$ cat config.mk
export PLATFORM = sky130hd
export DESIGN_NAME = adc_serial_port
export DESIGN_NICKNAME = d
export VERILOG_FILES = /design/src/rtl/adc_sp_pkg.sv /design/src/rtl/adc_sp_sync.sv /design/src/rtl/adc_sp_conv.sv /design/src/rtl/adc_sp_shift.sv /design/src/rtl/adc_serial_port.sv
export SDC_FILE = /design/constraint.sdc
export NUM_CORES = 1
export LEC_CHECK = 0
export BUFFER_PORTS_ARGS = -buffer_cell sky130_fd_sc_hd__buf_2
export CORE_AREA = 2 2 104 106
export DETAILED_ROUTE_END_ITERATION = 10
export DIE_AREA = 0 0 106 108
export HOLD_SLACK_MARGIN = 0.06
export PLACE_DENSITY = 0.75
export SLEW_MARGIN = 30
export SYNTH_ARGS = -nofsm -noshare
export SYNTH_HDL_FRONTEND = slang
export SYNTH_SLANG_ARGS = --single-unit
$ cat constraint.sdc
create_clock -name clk -period 1.85 [get_ports clk]
set_input_delay 0.37 -clock clk [delete_from_list [all_inputs] [get_ports clk]]
set_output_delay 0.37 -clock clk [all_outputs]
set_load 0.005 [all_outputs]
$ cat src/rtl/adc_sp_pkg.sv
package adc_sp_pkg;

    typedef enum logic [1:0] {
        ST_CONV  = 2'd0,
        ST_SLEEP = 2'd1,
        ST_DOUT  = 2'd2
    } sp_state_e;

endpackage

$ cat src/rtl/adc_sp_sync.sv
module adc_sp_sync #(
    parameter int STAGES = 2
) (
    input  logic clk,
    input  logic rst_n,
    input  logic cs_n,
    input  logic sck,
    input  logic sdi,
    output logic cs_low,
    output logic cs_rise,
    output logic sck_rise,
    output logic sck_fall,
    output logic sdi_s
);

    logic [STAGES:0] cs_p;
    logic [STAGES:0] sck_p;
    logic [STAGES:0] sdi_p;

    always_ff @(posedge clk or negedge rst_n) begin
        if (!rst_n) begin
            cs_p  <= '1;
            sck_p <= '0;
            sdi_p <= '0;
        end else begin
            cs_p  <= {cs_p[STAGES-1:0], cs_n};
            sck_p <= {sck_p[STAGES-1:0], sck};
            sdi_p <= {sdi_p[STAGES-1:0], sdi};
        end
    end

    assign cs_low   = ~cs_p[STAGES-1];
    assign cs_rise  = cs_p[STAGES-1] & ~cs_p[STAGES];
    assign sck_rise = sck_p[STAGES-1] & ~sck_p[STAGES];
    assign sck_fall = ~sck_p[STAGES-1] & sck_p[STAGES];
    assign sdi_s    = sdi_p[STAGES-1];

endmodule

$ cat src/rtl/adc_sp_conv.sv
module adc_sp_conv #(
    parameter int DATA_W      = 30,
    parameter int CONV_CYCLES = 64
) (
    input  logic              clk,
    input  logic              rst_n,
    input  logic              start,
    input  logic [DATA_W-1:0] conv_data,
    output logic              busy,
    output logic              finish,
    output logic [DATA_W-1:0] result
);

    localparam int CNT_W = $clog2(CONV_CYCLES + 1);
    localparam logic [CNT_W-1:0] LAST = CNT_W'(CONV_CYCLES - 1);

    logic [CNT_W-1:0] cnt;

    // High in the final busy cycle; the port leaves CONVERT on the same edge
    assign finish = busy && (cnt == LAST) && !start;

    always_ff @(posedge clk or negedge rst_n) begin
        if (!rst_n) begin
            busy   <= 1'b1;
            cnt    <= '0;
            result <= '0;
        end else if (start) begin
            busy <= 1'b1;
            cnt  <= '0;
        end else if (busy) begin
            if (cnt == LAST) begin
                busy   <= 1'b0;
                result <= conv_data;
            end else begin
                cnt <= cnt + 1'b1;
            end
        end
    end

endmodule

$ cat src/rtl/adc_sp_shift.sv
module adc_sp_shift #(
    parameter int WORD_W = 32,
    parameter int CFG_W  = 13,
    parameter int CNT_W  = 6
) (
    input  logic              clk,
    input  logic              rst_n,
    input  logic              load,
    input  logic [WORD_W-1:0] load_word,
    input  logic              active,
    input  logic              sck_rise,
    input  logic              sck_fall,
    input  logic              sdi,
    output logic              sdo_bit,
    output logic [CFG_W-1:0]  cap,
    output logic [CNT_W-1:0]  rise_cnt,
    output logic [CNT_W-1:0]  fall_cnt
);

    localparam logic [CNT_W-1:0] CAP_LIM  = CNT_W'(CFG_W);
    localparam logic [CNT_W-1:0] WORD_LIM = CNT_W'(WORD_W);

    logic [WORD_W-1:0] out_sr;

    assign sdo_bit = out_sr[WORD_W-1];

    always_ff @(posedge clk or negedge rst_n) begin
        if (!rst_n) begin
            out_sr   <= '0;
            cap      <= '0;
            rise_cnt <= '0;
            fall_cnt <= '0;
        end else if (load) begin
            out_sr   <= load_word;
            cap      <= '0;
            rise_cnt <= '0;
            fall_cnt <= '0;
        end else if (active) begin
            if (sck_rise) begin
                if (rise_cnt < CAP_LIM)
                    cap <= {cap[CFG_W-2:0], sdi};
                if (rise_cnt < WORD_LIM)
                    rise_cnt <= rise_cnt + 1'b1;
            end
            if (sck_fall) begin
                out_sr <= {out_sr[WORD_W-2:0], 1'b0};
                if (fall_cnt < WORD_LIM)
                    fall_cnt <= fall_cnt + 1'b1;
            end
        end
    end

endmodule

$ cat src/rtl/adc_serial_port.sv
module adc_serial_port #(
    parameter int              WORD_W      = 32,
    parameter int              CFG_W       = 13,
    parameter int              CONV_CYCLES = 64,
    parameter int              SYNC_STAGES = 2,
    parameter logic [CFG_W-1:0] CFG_RESET  = '0
) (
    input  logic                clk,
    input  logic                rst_n,
    input  logic                cs_n,
    input  logic                sck,
    input  logic                sdi,
    input  logic [WORD_W-3:0]   conv_data,
    output logic                sdo,
    output logic                sdo_oe,
    output logic                busy,
    output logic [CFG_W-1:0]    cfg_out
);
    import adc_sp_pkg::*;

    localparam int DATA_W = WORD_W - 2;
    localparam int CNT_W  = $clog2(WORD_W + 1);
    localparam logic [CNT_W-1:0] RISE_NEED = CNT_W'(CFG_W);
    localparam logic [CNT_W-1:0] FALL_NEED = CNT_W'(CFG_W + 1);
    localparam logic [CNT_W-1:0] LAST_FALL = CNT_W'(WORD_W - 1);

    sp_state_e         state_q, state_d;
    logic              cs_low, cs_rise, sck_rise, sck_fall, sdi_s;
    logic              start, finish, load, commit;
    logic [DATA_W-1:0] result;
    logic              sdo_bit;
    logic [CFG_W-1:0]  cap;
    logic [CFG_W-1:0]  cfg_q;
    logic [CNT_W-1:0]  rise_cnt, fall_cnt;

    adc_sp_sync #(.STAGES(SYNC_STAGES)) u_sync (
        .clk(clk), .rst_n(rst_n), .cs_n(cs_n), .sck(sck), .sdi(sdi),
        .cs_low(cs_low), .cs_rise(cs_rise), .sck_rise(sck_rise),
        .sck_fall(sck_fall), .sdi_s(sdi_s)
    );

    adc_sp_conv #(.DATA_W(DATA_W), .CONV_CYCLES(CONV_CYCLES)) u_conv (
        .clk(clk), .rst_n(rst_n), .start(start), .conv_data(conv_data),
        .busy(busy), .finish(finish), .result(result)
    );

    adc_sp_shift #(.WORD_W(WORD_W), .CFG_W(CFG_W), .CNT_W(CNT_W)) u_shift (
        .clk(clk), .rst_n(rst_n), .load(load),
        .load_word({1'b0, 1'b0, result}),
        .active(state_q == ST_DOUT),
        .sck_rise(sck_rise), .sck_fall(sck_fall), .sdi(sdi_s),
        .sdo_bit(sdo_bit), .cap(cap), .rise_cnt(rise_cnt), .fall_cnt(fall_cnt)
    );

    // Next-state and transition strobes
    always_comb begin
        state_d = state_q;
        start   = 1'b0;
        load    = 1'b0;
        commit  = 1'b0;
        unique case (state_q)
            ST_CONV: begin
                if (finish) state_d = ST_SLEEP;          // conv_done
            end
            ST_SLEEP: begin
                if (cs_low) begin                        // select
                    state_d = ST_DOUT;
                    load    = 1'b1;
                end
            end
            ST_DOUT: begin
                if (cs_rise) begin                       // abort
                    state_d = ST_CONV;
                    start   = 1'b1;
                    commit  = (rise_cnt >= RISE_NEED) && (fall_cnt >= FALL_NEED);
                end else if (sck_fall && fall_cnt == LAST_FALL) begin  // word_end
                    state_d = ST_CONV;
                    start   = 1'b1;
                    commit  = (rise_cnt >= RISE_NEED);
                end
            end
            default: state_d = ST_CONV;
        endcase
    end

    // State and configuration registers
    always_ff @(posedge clk or negedge rst_n) begin
        if (!rst_n) begin
            state_q <= ST_CONV;
            cfg_q   <= CFG_RESET;
        end else begin
            state_q <= state_d;
            if (commit) cfg_q <= cap;
        end
    end

    // Outputs
    always_comb begin
        sdo_oe  = cs_low;
        cfg_out = cfg_q;
        unique case (state_q)
            ST_CONV:  sdo = 1'b1;
            ST_SLEEP: sdo = 1'b0;
            ST_DOUT:  sdo = sdo_bit;
            default:  sdo = 1'b1;
        endcase
    end

endmodule

==> out/results.ini, run 1 <==
[run_status]
status = complete, but fails checks
violations = setup timing

[logic_synthesis]
synth_seq_cells = 118
ys_warn_count = 0
synth_edf_count = 0
yosysSeqAreaShare_pct = 59.8
async_flop_share_pct = 100
avgSynthCellArea_um2 = 11.0
yosysTopAreaCellShare_pct = 57.7
yosys-top-cells-area = dfrtp_1, mux2_2, nand2_1
synth_cells = 451
yosysUniqueCellTypes = 44
syn_nets = 492
synth_area_um2 = 4940
yosysTopAreaCell = dfrtp_1
synth_ff_type = dfrtp_1

[global_route]
antenna_found_initial = 0
grt_pass1_vias = 3568
overflow = 0
grt_pass1_wl_um = 16300
track_usage_pct = 18.0
grt_max_degree = 62

[floorplan]
die_w_um = 106
num_rows = 37
coreArea_um2 = 10200
dieHeight_um = 108
initial_core_util_pct = 48.3
io_pins = 51
dieArea_um2 = 11400

[drt]
routed_wirelength_um = 10000
vias = 3582
drt_iter0_markers = 228
first_pass_iters = 4
via_per_inst = 5.24
drc = 0
ant_nets = 0
wl_per_cell_um = 14.7

[timing]
hold_violations = 0
fin_crit_ns = 1.90
skew_ns = 0.00870
maxSlewHeadroom_pct = 78.8
setup-violations-final = 16
drv_slew = 0
grt_setup_unrepaired = yes
max_freq_mhz = 527
fin_crit_sh_pct = 102
setup_ws_ns = -0.0462
tightest_slew_ns = 0.317

[clock_network]
clkLatencyLatePin_ns = 0.51
cts_htree_levels = 4
cts_sinks = 118
path_clk_slew_ns = 0.06
clock_path_buffers = 2
cts_tree = done
cts_root_buf = clkbuf_8
cts-buffers-inserted = 17

[cells_and_area]
nets = 575
regArea_um2 = 2960
stdcell_count = 683
antennaDiodeCount = 0
multi_input_area_um2 = 1950
drive_gt1_share_pct = 32.5
area_delta_synth_final_pct = 28.6
fin_util_pct = 62.1
num-fill-cells = 791

[worst_hold_path]
hold_path_class = in -> reg

[placement]
hpwl_um = 6020
placed_cells = 635
gp_congestion = 0.775
portBuffers = 50

[setup_path]
required_ns = 2.24
cp.arrival_ns = 2.29
crit_path_end_kind = register
critPathLaunchType = register
crit_fanout = 6
crit_type = reg -> reg

[pwr]
power.density_nw_per_um2 = 928
leakagePower_nw = 3.11
vdd_drop_max_uv = 444

[flow_run]
maxCapViolCount = 0

[path summary, 6_finish.rpt]
path | cells past startpoint | slack [ns] | end | start
setup / recovery | 6 | -0.05 | u_conv.result[18]$_DFFE_PN0P_ | u_conv.cnt[5]$_DFFE_PN0P_
hold / removal | 2 | 0.08 | u_conv.result[4]$_DFFE_PN0P_ | conv_data[4]
setup reg to reg | 6 | -0.05 | u_conv.result[18]$_DFFE_PN0P_ | u_conv.cnt[5]$_DFFE_PN0P_
hold reg to reg | 0 | 0.35 | u_sync.sdi_p[1]$_DFF_PN0_ | u_sync.sdi_p[0]$_DFF_PN0_
max in group asynchronous | 3 | 0.97 | u_sync.cs_p[2]$_DFF_PN1_ | rst_n
min in group asynchronous | 2 | 0.28 | cfg_out[7]$_DFFE_PN0P_ | rst_n
[placed cells by master (no fill, tap or decap), types with 2 or more instances in the layout]
cell type      netlist  layout
ha_2                 0       2
inv_6                0       5
nand2_1             95      94
dfstp_2              4       4
nand3b_1             4       4
dfrtp_1            114     111
mux2_2              41      30
inv_1                5       5
mux2i_1              2       2
buf_2                4      49
a31oi_1             30      30
nor2_1              50      50
clkinvlp_4           0       4
or3_1                3       2
ha_1                 6       4
dlygate4sd3_1        0       4
a21oi_1              8       8
clkbuf_16            0      18
mux2_4               0      11
nor2b_1              3       2
buf_12               0       7
nand2b_1             4       2
dfrtp_2              0       3
bufinv_16            0       2
buf_4                0      23
xor2_1               3       3
nor3_1               2       2
o211ai_1             2       2
nand4_1              4       4
clkinv_4             0       4
buf_6                3       2
o21ai_0             19      18
mux2_1               2       2
nand3_1              2       2
xnor2_1              7       7
[registers in the layout, summed over array words and instances, names as in the netlist, 6 cells and up]
signal,count
cfg_out,13
u_shift.cap,13
u_shift.out_sr,32
u_shift.rise_cnt,6
u_conv.result,30
u_conv.cnt,7
u_shift.fall_cnt,6
[report_power, final]
part | total, mW | internal [mW] | switching, mW
sequential | 2.60 | 2.59 | 0.00853
clock | 3.18 | 1.94 | 1.24
combinational | 0.113 | 0.0477 | 0.0656
[Yosys cell counts (all sizes together), types with 2 or more instances]
cell type	instances
nor4	2
buf	8
nand2b	4
a31oi	30
mux2i	2
nor3	2
nand3b	4
xnor2	7
inv	5
clkbuf	15
dfrtp	114
o21ai	19
mux2	43
ha	6
nor2b	3
o211ai	2
a21oi	9
nand2	95
dfstp	4
xor2	3
or3	3
nand3	2
nor2	50
nand4	4
[metrics by stage]
stage          setup TNS (ns)  hold slack, ns  area, µm²  power, mW  setup slack [ns]
3_5_place_dp                0           0.261       5510       2.76            0.0283
4_1_cts                     0          0.0644       6160       5.94           0.00142
2_1_floorplan               0          0.0744       4940       2.65            0.0923
5_1_grt                 -1.81          0.0616       6360       6.09            -0.104
6_report               -0.440          0.0765       6360       5.90           -0.0462
3_3_place_gp                0           0.259       5510       2.75            0.0636
[timing repair]
item / CTS / global route
setup buffers: 2 / 7
gates resized for setup: 3 / 22
cloned: 0 / 3
hold buffers: 4 / 0
hold endpoints to repair: 80 / 0
setup endpoints to repair: 1 / 78
pin swaps: 0 / 3
[layer usage]
layer  vias up  wire length, µm  global-route usage [%]
met5         -                0                       0
met4         0              146                    6.39
met3        15              391                    5.00
met2        91             5110                    30.9
met1      1775             4380                    22.1
li1       1701                -                       -
[worst max-delay path, cell delays in order, from the launching register on]
cell and delay, ns:
dfrtp_1 0.38, nand4_1 0.18, or3_4 0.42, a21oi_4 0.18, buf_12 0.15, clkbuf_16 0.14, mux2_2 0.32
[kinds of logic after synthesis]
logic type                 count (synthesis)  synth area share, %
and+or+nand+nor                          178                 15.9
DFF                                      118                 59.8
adders and majority gates                  6                 1.52
buffers and inverters                     28                 2.68
xor gates and xnor gates                  10                 1.77
AOI/OAI and AO/OA                         66                 8.10
muxes                                     45                 10.2
[layout make-up]
cell class	count	share of cell area (%)
clock buffers	17	6.52
clock inverters	15	2.66
flip-flops and latches	118	46.6
inverters	5	0.295
repair buffers	87	10.6
multi-input cells	305	30.7
well taps	136	2.68
Power figures use the tool's default switching activity.
==> run 2: changes to the inputs <==
SETUP_SLACK_MARGIN = 0.2   (was default)
==> out/results.ini, run 2 (synthesized netlist as in run 1, its figures left out) <==
[drt]
drt_iter0_markers = 248  ; +8.8%
drc = 0  ; unchanged
vias = 3753  ; +4.8%
wl_per_cell_um = 16.3  ; +11%
first_pass_iters = 4  ; unchanged
routed_wirelength_um = 11400  ; +14%
ant_nets = 0  ; unchanged
via_per_inst = 5.38  ; +2.5%

[cells_and_area]
num-fill-cells = 737  ; -6.8%
nets = 590  ; +2.6%
regArea_um2 = 2960  ; about the same
largest_reg_flops = 32  ; unchanged
area_delta_synth_final_pct = 37.3
drive_gt1_share_pct = 35.6  ; +3.0 points
reg_top3 = u_shift.out_sr (32), u_conv.result (30)
final_cell_mix = dfrtp_1, nand2_1, nor2_1, buf_2, mux2_4
multi_input_area_um2 = 2100  ; +7.7%
final_common_cell = dfrtp_1
fin_area_um2 = 6790  ; +6.8%
antennaDiodeCount = 0  ; unchanged
largest-register = u_shift.out_sr

[global_route]
antenna_found_initial = 0  ; unchanged
track_usage_pct = 19.3  ; +1.3 points
grt_pass1_vias = 3645  ; +2.2%
grt_pass1_wl_um = 17400  ; +6.5%
grt_max_degree = 61  ; -1.6%
overflow = 0  ; unchanged

[floorplan]
die_w_um = 106  ; unchanged
initial_core_util_pct = 48.3  ; unchanged
coreArea_um2 = 10200  ; unchanged
io_pins = 51  ; unchanged
dieHeight_um = 108  ; unchanged
dieArea_um2 = 11400  ; unchanged
num_rows = 37  ; unchanged

[clock_network]
path_clk_slew_ns = 0.06  ; about the same
clkLatencyLatePin_ns = 0.52  ; about the same
cts_tree = done
clock_path_buffers = 2  ; unchanged
cts_root_buf = clkbuf_8
cts_sinks = 118  ; unchanged
cts-buffers-inserted = 17  ; unchanged
cts_htree_levels = 4  ; unchanged

[pwr]
vdd_drop_max_uv = 655  ; +48%
leakagePower_nw = 3.31  ; +6.4%
power.density_nw_per_um2 = 888  ; -4.3%
finalPower_mw = 6.03  ; +2.2%

[timing]
setup-violations-final = 30  ; +14
grt_setup_unrepaired = yes
drv_slew = 0  ; unchanged
hold_violations = 0  ; unchanged
tightest_slew_ns = 0.336  ; +0.0192 ns
setup_ws_ns = -0.0305  ; +0.0157 ns
maxSlewHeadroom_pct = 77.6  ; -1.2 points
max_freq_mhz = 532  ; +0.84%
fin_crit_ns = 1.88  ; -0.0157 ns
fin_crit_sh_pct = 102  ; -0.85 points
skew_ns = 0.00872  ; +0.0000172 ns

[setup_path]
cp.arrival_ns = 2.28  ; about the same
critPathLaunchType = register
cp_cell_sequence = nand4_1 > or3_4 > a21oi_4 > buf_12 > buf_12 > mux2_4
crit_slowest_cell = or3_4
r2r-end = u_conv.result[2]$_DFFE_PN0P_
cpMostUsedCell = buf_12
crit_path_end_kind = register
required_ns = 2.25  ; about the same
crit_fanout = 8  ; +2
crit_type = reg -> reg
r2r-start = u_conv.cnt[5]$_DFFE_PN0P_
r2r_cells = 6  ; unchanged
slowest_delay_ns = 0.42  ; about the same
reg2reg_setup_slack_ns = -0.03  ; +0.02 ns

[worst_hold_path]
whs_path_depth = 2  ; unchanged
min_from = conv_data[21]
hold_path_class = in -> reg
worstHoldEndpoint = u_conv.result[21]$_DFFE_PN0P_

[run_status]
violations = setup timing
status = complete, but fails checks

[placement]
place_ws_ns = -0.00776  ; -0.0361 ns
portBuffers = 50  ; unchanged
gp_congestion = 0.766  ; -1.3%
placed_area_um2 = 5520  ; +0.27%
hpwl_um = 5960  ; -0.92%

[flow_run]
maxCapViolCount = 0  ; unchanged

==> run 2: cell count changes in the layout (fill, tap and decap cells not counted), sizes merged <==
cell / previous run / this run
buf: 81 / 93
inv: 10 / 6
clkinvlp: 4 / 3
clkbuf: 19 / 26
bufinv: 2 / 3
==> run 2: repair_timing <==
item,in CTS,in global routing
setup endpoints to repair,46,68
hold endpoints to repair,25,0
gates cloned,2,6
buffers inserted,10,11
pin swaps,4,10
hold buffers,4,0
resized for setup,33,49
==> run 2: worst max-delay path: cells and delay by family, from the launching register on <==
family,cells,cell delay [ns]
flip-flops,1,0.37
AO/OA/AOI/OAI,1,0.22
multiplexers,1,0.30
buffers and inverters,2,0.29
AND/OR/NAND/NOR,2,0.58
==> run 2: final cells by class <==
type                       count  share of cell area, %
clock inverter                11                   2.19
clock buffer                  21                   6.62
sequential                   118                   43.7
multi-input combinational    305                   31.0
inverter                       5                  0.313
tap                          136                   2.51
timing repair buffer         102                   13.7
==> run 2: layer usage <==
layer	GRT usage, %	part of all wire (%)	vias up
met5	0	0	-
met4	7.99	1.6	0
met3	4.52	4.3	17
met2	30.9	51	109
met1	25.7	43	1896
li1	-	-	1731
==> run 2: worst max-delay path by stage <==
stage	slack [ns]	endpoint	startpoint	cells past startpoint
global route	-0.09	u_conv.result[5]$_DFFE_PN0P_	u_conv.cnt[5]$_DFFE_PN0P_	6
floorplan	0.10	u_conv.result[0]$_DFFE_PN0P_	u_conv.cnt[0]$_DFFE_PN0P_	6
finish	-0.03	u_conv.result[2]$_DFFE_PN0P_	u_conv.cnt[5]$_DFFE_PN0P_	6
detailed placement	-0.008	u_conv.result[25]$_DFFE_PN0P_	u_conv.cnt[1]$_DFFE_PN0P_	6
CTS	-0.02	u_conv.result[25]$_DFFE_PN0P_	u_conv.cnt[5]$_DFFE_PN0P_	6
global placement	0.05	u_conv.result[22]$_DFFE_PN0P_	u_conv.cnt[1]$_DFFE_PN0P_	6
==> run 2: through the flow <==
stage          std cells  TNS (ns)  utilization [%]  hold WS [ns]
4_1_cts              681    -0.137             62.8        0.0655
3_3_place_gp         633         0             54.0         0.292
2_1_floorplan        451         0                -        0.0744
3_5_place_dp         633  -0.00884             54.0         0.293
5_1_grt              698     -2.93             66.3        0.0683
6_report             698    -0.493             66.3        0.0797
==> run 2: power by group <==
group / leakage [nW] / switching [mW] / total [mW] / internal [mW]
combinational: 1.41 / 0.0710 / 0.124 / 0.0525
clock: 0.285 / 1.17 / 3.30 / 2.13
sequential: 1.62 / 0.00818 / 2.60 / 2.59
